$ cat config.mk
export PLATFORM = sky130hd
export DESIGN_NAME = sar_seq
export DESIGN_NICKNAME = d
export VERILOG_FILES = /design/src/rtl/sar_seq.sv
export SDC_FILE = /design/constraint.sdc
export NUM_CORES = 1
export LEC_CHECK = 0
export ABC_CLOCK_PERIOD_IN_PS = 4000
export BUFFER_PORTS_ARGS = -buffer_cell sky130_fd_sc_hd__buf_2
export CAP_MARGIN = 10
export CORE_MARGIN = 10
export CORE_UTILIZATION = 50
export CTS_BUF_LIST = sky130_fd_sc_hd__clkbuf_8
export DETAILED_ROUTE_END_ITERATION = 10
export GPL_TIMING_DRIVEN = 0
export HOLD_SLACK_MARGIN = 0.02
export PLACE_DENSITY = 0.73
export SETUP_SLACK_MARGIN = 0.3
export SLEW_MARGIN = 40
export SYNTH_ARGS = -nofsm -noshare
export SYNTH_HDL_FRONTEND = slang
export SYNTH_SLANG_ARGS = --single-unit
$ cat constraint.sdc
create_clock -name clk -period 4 [get_ports clk]
set_input_delay 0.6 -clock clk [delete_from_list [all_inputs] [get_ports clk]]
set_output_delay 0.6 -clock clk [all_outputs]
set_load 0.05 [all_outputs]
$ cat src/rtl/sar_seq.sv
module sar_seq #(
  parameter int NBITS     = 16,
  parameter int TRIAL_CYC = 4
) (
  input  logic             clk,
  input  logic             rst_n,
  input  logic             cs_n,
  input  logic             rd_conv,
  input  logic             pwr_dn,
  input  logic             fmt_sb,
  input  logic             cmp_hi,
  output logic             hold,
  output logic             busy,
  output logic [NBITS-1:0] dac_code,
  output logic [NBITS-1:0] result
);
  localparam int CW = (TRIAL_CYC > 1) ? $clog2(TRIAL_CYC) : 1;
  localparam int BW = (NBITS > 1) ? $clog2(NBITS) : 1;
  localparam logic [NBITS-1:0] MSB = {1'b1, {(NBITS-1){1'b0}}};

  logic          active, req_q, done_q;
  logic [CW-1:0] cyc;
  logic [BW-1:0] bitpos;
  logic [NBITS-1:0] one_hot, decided;

  wire req       = ~(cs_n | rd_conv);
  wire go        = ~active & ~pwr_dn & req & (~req_q | done_q);
  wire trial_end = (cyc == CW'(TRIAL_CYC - 1));
  wire last      = trial_end && (bitpos == '0);

  assign one_hot = NBITS'(1) << bitpos;
  assign decided = cmp_hi ? dac_code : (dac_code & ~one_hot);
  assign busy    = ~active;
  assign hold    = active;

  always_ff @(posedge clk or negedge rst_n) begin
    if (!rst_n) begin
      active   <= 1'b0;
      req_q    <= 1'b0;
      done_q   <= 1'b0;
      cyc      <= '0;
      bitpos   <= '0;
      dac_code <= '0;
      result   <= '0;
    end else begin
      req_q  <= req;
      done_q <= active & last;
      if (go) begin
        active   <= 1'b1;
        cyc      <= '0;
        bitpos   <= BW'(NBITS - 1);
        dac_code <= MSB;
      end else if (active) begin
        if (trial_end) begin
          cyc <= '0;
          if (last) begin
            active   <= 1'b0;
            dac_code <= decided;
            result   <= fmt_sb ? decided : (decided ^ MSB);
          end else begin
            bitpos   <= bitpos - 1'b1;
            dac_code <= decided | (one_hot >> 1);
          end
        end else begin
          cyc <= cyc + 1'b1;
        end
      end
    end
  end
endmodule

==> out/results.tsv, run 1 <==
stage	metric	value	unit
layout	# diodes	0	
placement	Port-buffer cells	40	
logic_synthesis	FFs w/ async S/R, synth	100	%
grt	vias in the first global route	1754	
detailed_routing	DR DRC count	0	
power_and_ir_drop	Comb pwr share	51.7	%
logic_synthesis	mapped cell area	0.00208	mm^2
cts	post-CTS setup repair buffer count	0	
power_and_ir_drop	Power Total	2070	uW
floorplan	Die ar.	0.00713	mm^2
grt	largest net degree at the start of global routing	42	
layout	most frequent cells in the layout	buf_2 (41), dfrtp_1 (41), o21ai_0 (26), inv_1 (14), a21oi_1 (13)	
sta	Slew HR	66.0	%
floorplan	Initial Utilization	51.9	%
placement	gpl congestion	0.902	
detailed_routing	drt pass-1 iters	4	
logic_synthesis	post-synth top area share	49.4	%
worst_setup_path	slowest stage cell, crit path	dfrtp_1	
cts	CTS sink cnt	41	
logic_synthesis	Post-synth EDFFs	0	
logic_synthesis	Yosys top cell by area	dfrtp_1	
power_and_ir_drop	Seq pwr share	31.8	%
logic_synthesis	Ys Warns	0	
worst_setup_path	CP startpoint kind	flop	
layout	non-filler cells in the finished layout	294	
grt	initial antenna violation count	0	
worst_setup_path	crit path DAT	2190	ps
layout	fin nets	256	
floorplan	IO Pins	41	
worst_setup_path	Worst Reg-to-Reg Cells	6	
floorplan	# rows	23	
power_and_ir_drop	VDD IR max	0.000425	V
layout	fill count	362	
logic_synthesis	Synth Area per Inst	10.6	um^2
sta	Fin. Hold Viols	0	
hold_path	HP Class	input port to async pin	
layout	share of cells above drive strength 1	31.1	%
logic_synthesis	Net Count, Synth	209	
power_and_ir_drop	Switch Pwr	1020	uW
cts	H-tree depth	2	
sta	tightest hold margin	278	ps
detailed_routing	Routed Antenna Nets	0	
sta	setup_tns	0	ps
cts	worst skew pair latency	300	ps
logic_synthesis	Top FF cell, synth	dfrtp_1	
run	maximum capacitance violations	0	
worst_setup_path	Critical R2R Capture	result[0]$_DFFE_PN0P_	
sta	Peak Freq	506	MHz
logic_synthesis	post-synth cell types	49	
run_status	status	complete, no violations	
worst_setup_path	Worst R2R Setup Slack	2020	ps
sta	fin crit share	49.4	%
sta	Setup violations, final	0	
worst_setup_path	largest fanout on the critical path	10	
cts	hold buffer count at cts	0	
detailed_routing	Avg WL per Cell	17.1	um
power_and_ir_drop	Sw Share	49.1	%
floorplan	Core Box Area	0.00400	mm^2
worst_setup_path	Worst R2R Start	bitpos[0]$_DFFE_PN0P_	
power_and_ir_drop	Clk network pwr share	16.5	%
floorplan	Die Height	84.4	um
worst_setup_path	CP Class	flop to flop	
detailed_routing	Avg Vias per Cell	5.72	
power_and_ir_drop	P per Cell Area	843	mW/mm^2
grt	global-route wire length before repair	8.71	mm
sta	clock skew	8.53	ps
detailed_routing	drt total wl	5.02	mm
logic_synthesis	register area share after synthesis	49.4	%
worst_setup_path	critical path data required time	4210	ps
sta	Slew Viols, Final	0	
placement	post-DP HPWL	3.61	mm
logic_synthesis	Cells after Synth	196	
sta	unrepaired setup endpoints after global routing	no	
grt	grt total ovfl	0	
logic_synthesis	Seq cells post-synth	41	
cts	clk slew on worst S/H paths	80	ps
worst_setup_path	critical path endpoint category	flop	
layout	Area Overhead vs Synth	18.4	%
grt	Total GRT Usage	14.7	%
floorplan	Die Width	84.4	um
cts	TritonCTS clock tree	done	
cts	clk buf depth	2	
detailed_routing	DR iter-0 viols	90	
sta	Min Clock Period, post-route	1980	ps
sta	Worst Tran Pin Value	504	ps
cts	post-cts resize count	0	
worst_setup_path	slowest cell delay on critical path	420	ps
detailed_routing	via count	1681	
power_and_ir_drop	internal power	1060	uW
logic_synthesis	synth top area cells	dfrtp_1 (49%), o21ai_0 (6.3%), ha_1 (3.6%), mux2_2 (3.3%), a21oi_1 (3.1%)	
cts	Clock Tree Root	clkbuf_8	
cts	CTS Buf Count	5	
placement	dpl cells	286	
power_and_ir_drop	Leak Pwr	0.00111	uW
worst_setup_path	Critical Path, Cell by Cell	inv_1 -> ha_1 -> nor3b_4 -> nand2_2 -> buf_6 -> o21ai_0	
## registers in the layout (all words and copies together) (netlist names)
register / cells
bitpos: 4
cyc: 2
dac_code: 16
done_q: 1
hold: 1
req_q: 1
result: 16
## critical path, delay by kind of cell, from the launching register on
family,cells,cell delay [ps]
adders and majority gates,1,350
buffers and inverters,2,340
DFF,1,420
and+or+nand+nor,2,600
AOI/OAI and AO/OA,1,160
## logic make-up (layout without fill, tap and decap cells)
logic type | after synthesis | after routing | synth area share [%]
fa+ha+maj | 6 | 6 | 3.62
compound gates | 74 | 74 | 22.5
mux | 6 | 6 | 3.25
simple gates | 45 | 45 | 15.1
flops | 41 | 41 | 49.4
buf+inv | 24 | 72 | 6.09
## worst max path at each step
| stage | startpoint | end | slack (ps) | cells past startpoint |
|---|---|---|---|---|
| floorplan | hold$_DFF_PN0_ | busy | 2300 | 1 |
| finish | bitpos[0]$_DFFE_PN0P_ | result[0]$_DFFE_PN0P_ | 2020 | 6 |
| detailed placement | bitpos[0]$_DFFE_PN0P_ | result[0]$_DFFE_PN0P_ | 2070 | 6 |
| global route | bitpos[0]$_DFFE_PN0P_ | result[0]$_DFFE_PN0P_ | 1860 | 6 |
| global placement | bitpos[0]$_DFFE_PN0P_ | result[1]$_DFFE_PN0P_ | 2080 | 6 |
| CTS | bitpos[0]$_DFFE_PN0P_ | result[0]$_DFFE_PN0P_ | 2040 | 6 |
## cells in the mapped netlist (2+ instances only)
library cell   n
dfrtp_1       41
o21ai_0       26
a21oi_1       13
inv_1         13
nand2_1       11
ha_1           6
mux2_2         6
o31ai_1        6
a22oi_1        5
buf_4          5
o21ai_1        5
o22ai_1        5
nand2b_1       4
o41ai_1        4
nand3_1        3
a31oi_1        2
and3_1         2
buf_2          2
buf_6          2
clkbuf_1       2
nand4_1        2
nor2_1         2
o32ai_1        2
or4b_1         2
## per-stage QoR
stage / util, % / worst slack [ps] / instance area [um^2]
2_1_floorplan: - / 2300 / 2080
3_3_place_gp: 58.5 / 2080 / 2340
3_5_place_dp: 58.5 / 2070 / 2340
4_1_cts: 61.4 / 2040 / 2460
5_1_grt: 61.4 / 1860 / 2460
6_report: 61.4 / 2020 / 2460
## routing by layer
metal	GRT usage (%)	routed length, um
met5	0	0
met4	4.49	66
met3	4.83	327
met2	22.9	2380
met1	18.7	2240
## power by group through the flow
| stage | Combinational (uW) | Clock [uW] | Sequential (uW) |
|---|---|---|---|
| 2_1_floorplan | 448 | 0 | 1020 |
| 3_3_place_gp | 1070 | 0 | 663 |
| 3_5_place_dp | 1070 | 0 | 668 |
| 4_1_cts | 1080 | 347 | 660 |
| 5_1_grt | 1170 | 358 | 684 |
| 6_report | 1070 | 342 | 659 |
## layout make-up
type | count | area, um^2 | area share (%)
tap | 50 | 62.6 | 2.55
clock inverter | 2 | 33.8 | 1.37
inverter | 13 | 48.8 | 1.99
multi-input combinational | 131 | 923 | 37.6
timing repair buffer | 40 | 203 | 8.25
clock buffer | 6 | 82.6 | 3.36
sequential | 41 | 1030 | 41.8
buffer | 11 | 77.6 | 3.16
No activity file was read; power rests on OpenSTA's default activity.
==> run 2, diff against run 1 <==
--- a/config.mk
+++ b/config.mk
@@ -5,7 +5,7 @@
 export SDC_FILE = /design/constraint.sdc
 export NUM_CORES = 1
 export LEC_CHECK = 0
-export ABC_CLOCK_PERIOD_IN_PS = 4000
+export ABC_CLOCK_PERIOD_IN_PS = 1780
 export BUFFER_PORTS_ARGS = -buffer_cell sky130_fd_sc_hd__buf_2
 export CAP_MARGIN = 10
 export CORE_MARGIN = 10
@@ -14,7 +14,7 @@
 export DETAILED_ROUTE_END_ITERATION = 10
 export GPL_TIMING_DRIVEN = 0
 export HOLD_SLACK_MARGIN = 0.02
-export PLACE_DENSITY = 0.73
+export PLACE_DENSITY = 0.76
 export SETUP_SLACK_MARGIN = 0.3
 export SLEW_MARGIN = 40
 export SYNTH_ARGS = -nofsm -noshare
==> constraint.sdc (replaced) <==
create_clock -name clk -period 1.78 [get_ports clk]
set_input_delay 0.267 -clock clk [delete_from_list [all_inputs] [get_ports clk]]
set_output_delay 0.267 -clock clk [all_outputs]
set_load 0.05 [all_outputs]
==> run 2 against run 1 <==
Effect of this change:
- register-to-register slack worse by 1900 ps
- die area stayed put
- sequential power rose by 140%
- critical path depth unchanged
- utilization grew 15 points
- clock-buffer cell count stayed put
- non-clock buffer count increased by 28
==> out/results.tsv, run 2 (synthesis results as in run 1) <==
stage	metric	value	unit
cts	worst skew pair latency	300	ps
detailed_routing	via count	1922	
hold_path	HP Class	input port to flop	
worst_setup_path	crit path DAT	1830	ps
power_and_ir_drop	Power Total	5780	uW
detailed_routing	drt total wl	6.40	mm
grt	largest net degree at the start of global routing	42	
layout	fin nets	286	
power_and_ir_drop	Leak Pwr	0.00135	uW
cts	CTS Buf Count	5	
worst_setup_path	Critical Path, Cell by Cell	inv_2 -> buf_12 -> ha_4 -> or4bb_1 -> a22oi_1 -> o22ai_1	
hold_path	HP Start	cs_n	
floorplan	Die Width	84.4	um
grt	Total GRT Usage	15.9	%
floorplan	IO Pins	41	
worst_setup_path	CP Class	flop to flop	
layout	most common cell after layout, fill and taps aside	buf_2	
detailed_routing	routed wl met2	3.14	mm
worst_setup_path	Worst Reg-to-Reg Cells	6	
sta	Slew Viols, Final	0	
floorplan	Die Height	84.4	um
hold_path	hold depth	2	
detailed_routing	highest metal used	met4	
placement	Port-buffer cells	40	
cts	clk slew on worst S/H paths	80	ps
worst_setup_path	critical path data required time	1950	ps
placement	dpl cells	286	
worst_setup_path	Worst R2R Start	bitpos[0]$_DFFE_PN0P_	
cts	H-tree depth	2	
sta	Fin. Hold Viols	0	
run	maximum capacitance violations	0	
floorplan	Core Box Area	0.00400	mm^2
worst_setup_path	critical path endpoint category	flop	
worst_setup_path	slowest stage cell, crit path	or4bb_1	
detailed_routing	Avg WL per Cell	19.8	um
layout	# diodes	0	
cts	CTS sink cnt	41	
sta	Worst Tran Pin Value	758	ps
worst_setup_path	slowest cell delay on critical path	440	ps
grt	grt total ovfl	0	
detailed_routing	WL met3	477	um
hold_path	worst hold endpoint	req_q$_DFF_PN0_	
sta	Setup violations, final	0	
worst_setup_path	Worst R2R Setup Slack	120	ps
detailed_routing	Metal-1 WL	2.65	mm
placement	placed cell area	0.00237	mm^2
layout	most frequent cells in the layout	buf_2 (39), dfrtp_1 (37), buf_4 (26), o21ai_1 (13), a21oi_1 (11)	
floorplan	Die ar.	0.00713	mm^2
sta	Min Clock Period, post-route	1660	ps
layout	final instance area	0.00305	mm^2
placement	post-DP HPWL	3.58	mm
detailed_routing	drt pass-1 iters	4	
detailed_routing	DR iter-0 viols	169	
grt	global-route wire length before repair	9.44	mm
power_and_ir_drop	P per Cell Area	1900	mW/mm^2
sta	unrepaired setup endpoints after global routing	yes	
floorplan	Initial Utilization	51.9	%
layout	Area Overhead vs Synth	46.8	%
grt	vias in the first global route	1874	
worst_setup_path	largest fanout on the critical path	3	
grt	initial antenna violation count	0	
sta	fin crit share	93.1	%
detailed_routing	DR DRC count	0	
sta	Slew HR	49.5	%
layout	share of cells above drive strength 1	54.7	%
power_and_ir_drop	VDD IR max	0.00117	V
floorplan	# rows	23	
detailed_routing	Routed Antenna Nets	0	
layout	non-filler cells in the finished layout	324	
cts	Clock Tree Root	clkbuf_8	
worst_setup_path	CP startpoint kind	flop	
layout	fill count	259	
worst_setup_path	Critical R2R Capture	dac_code[6]$_DFFE_PN0P_	
sta	setup_tns	0	ps
cts	clk buf depth	2	
cts	TritonCTS clock tree	done	
sta	clock skew	6.81	ps
layout	post-layout util	76.2	%
detailed_routing	Avg Vias per Cell	5.93	
run_status	status	complete, no violations	
placement	gpl congestion	0.893	
sta	Peak Freq	603	MHz
layout	Top Registers	dac_code: 16 flops, result: 16 flops, bitpos: 4 flops	
-- run 2: cell types whose count changed in the layout (fill, tap and decap cells not counted), moves of 5 or more --
cell / change
buf_4: +20
o21ai_0: -18
o21ai_2: +10
o21ai_1: +8
buf_6: +6
ha_1: -5
-- run 2: metrics by stage --
| step | worst slack [ps] | hold slack [ps] |
|---|---|---|
| 2_1_floorplan | 236 | -28.6 |
| 3_3_place_gp | 102 | 431 |
| 3_5_place_dp | 50.7 | 279 |
| 4_1_cts | 169 | 119 |
| 5_1_grt | 54.3 | 124 |
| 6_report | 123 | 117 |
-- run 2: layout make-up --
cell class | instances | area [um^2] | area share, %
plain buffers | 11 | 98.8 | 3.24
inverters | 13 | 51.3 | 1.68
clock buffers | 6 | 82.6 | 2.71
clock inverters | 2 | 33.8 | 1.11
repair buffers | 68 | 460 | 15.1
well taps | 50 | 62.6 | 2.05
multi-input cells | 133 | 1230 | 40.3
flip-flops and latches | 41 | 1030 | 33.8
-- run 2: repair_timing --
action / in CTS / in global routing
pin swaps: 9 / 16
setup endpoints to repair: 33 / 39
hold buffers: 1 / 0
resized for setup: 22 / 47
gates cloned: 2 / 2
hold endpoints to repair: 41 / 0
buffers inserted: 15 / 10
-- run 2: where the power goes --
part           switching [uW]  leakage [uW]  internal [uW]
clock                     326     0.0000626            452
combinational            2190      0.000803           1270
sequential                305      0.000485           1240
total                    2820       0.00135           2960
-- run 2: worst max path at each step --
| stage | start | endpoint | slack [ps] | depth (start not counted) |
|---|---|---|---|---|
| 2_1_floorplan | bitpos[1]$_DFFE_PN0P_ | result[15]$_DFFE_PN0P_ | 240 | 5 |
| 3_3_place_gp | bitpos[1]$_DFFE_PN0P_ | result[15]$_DFFE_PN0P_ | 100 | 6 |
| 3_5_place_dp | bitpos[1]$_DFFE_PN0P_ | dac_code[3]$_DFFE_PN0P_ | 50 | 4 |
| 4_1_cts | bitpos[0]$_DFFE_PN0P_ | result[15]$_DFFE_PN0P_ | 170 | 5 |
| 5_1_grt | bitpos[0]$_DFFE_PN0P_ | dac_code[6]$_DFFE_PN0P_ | 50 | 6 |
| 6_report | bitpos[0]$_DFFE_PN0P_ | dac_code[6]$_DFFE_PN0P_ | 120 | 6 |
-- run 2: worst max-delay path: cells and delay by family (launching register included) --
family	cells	cell delay, ps
and+or+nand+nor	1	440
DFF	1	420
AOI/OAI and AO/OA	2	300
buffers and inverters	2	230
adders and majority gates	1	140
-- run 2: layer usage --
metal	global-route usage [%]	vias to the layer above
li1	-	882
met1	19.6	952
met2	25.2	74
met3	5.02	14
met4	6.29	0
met5	0	-
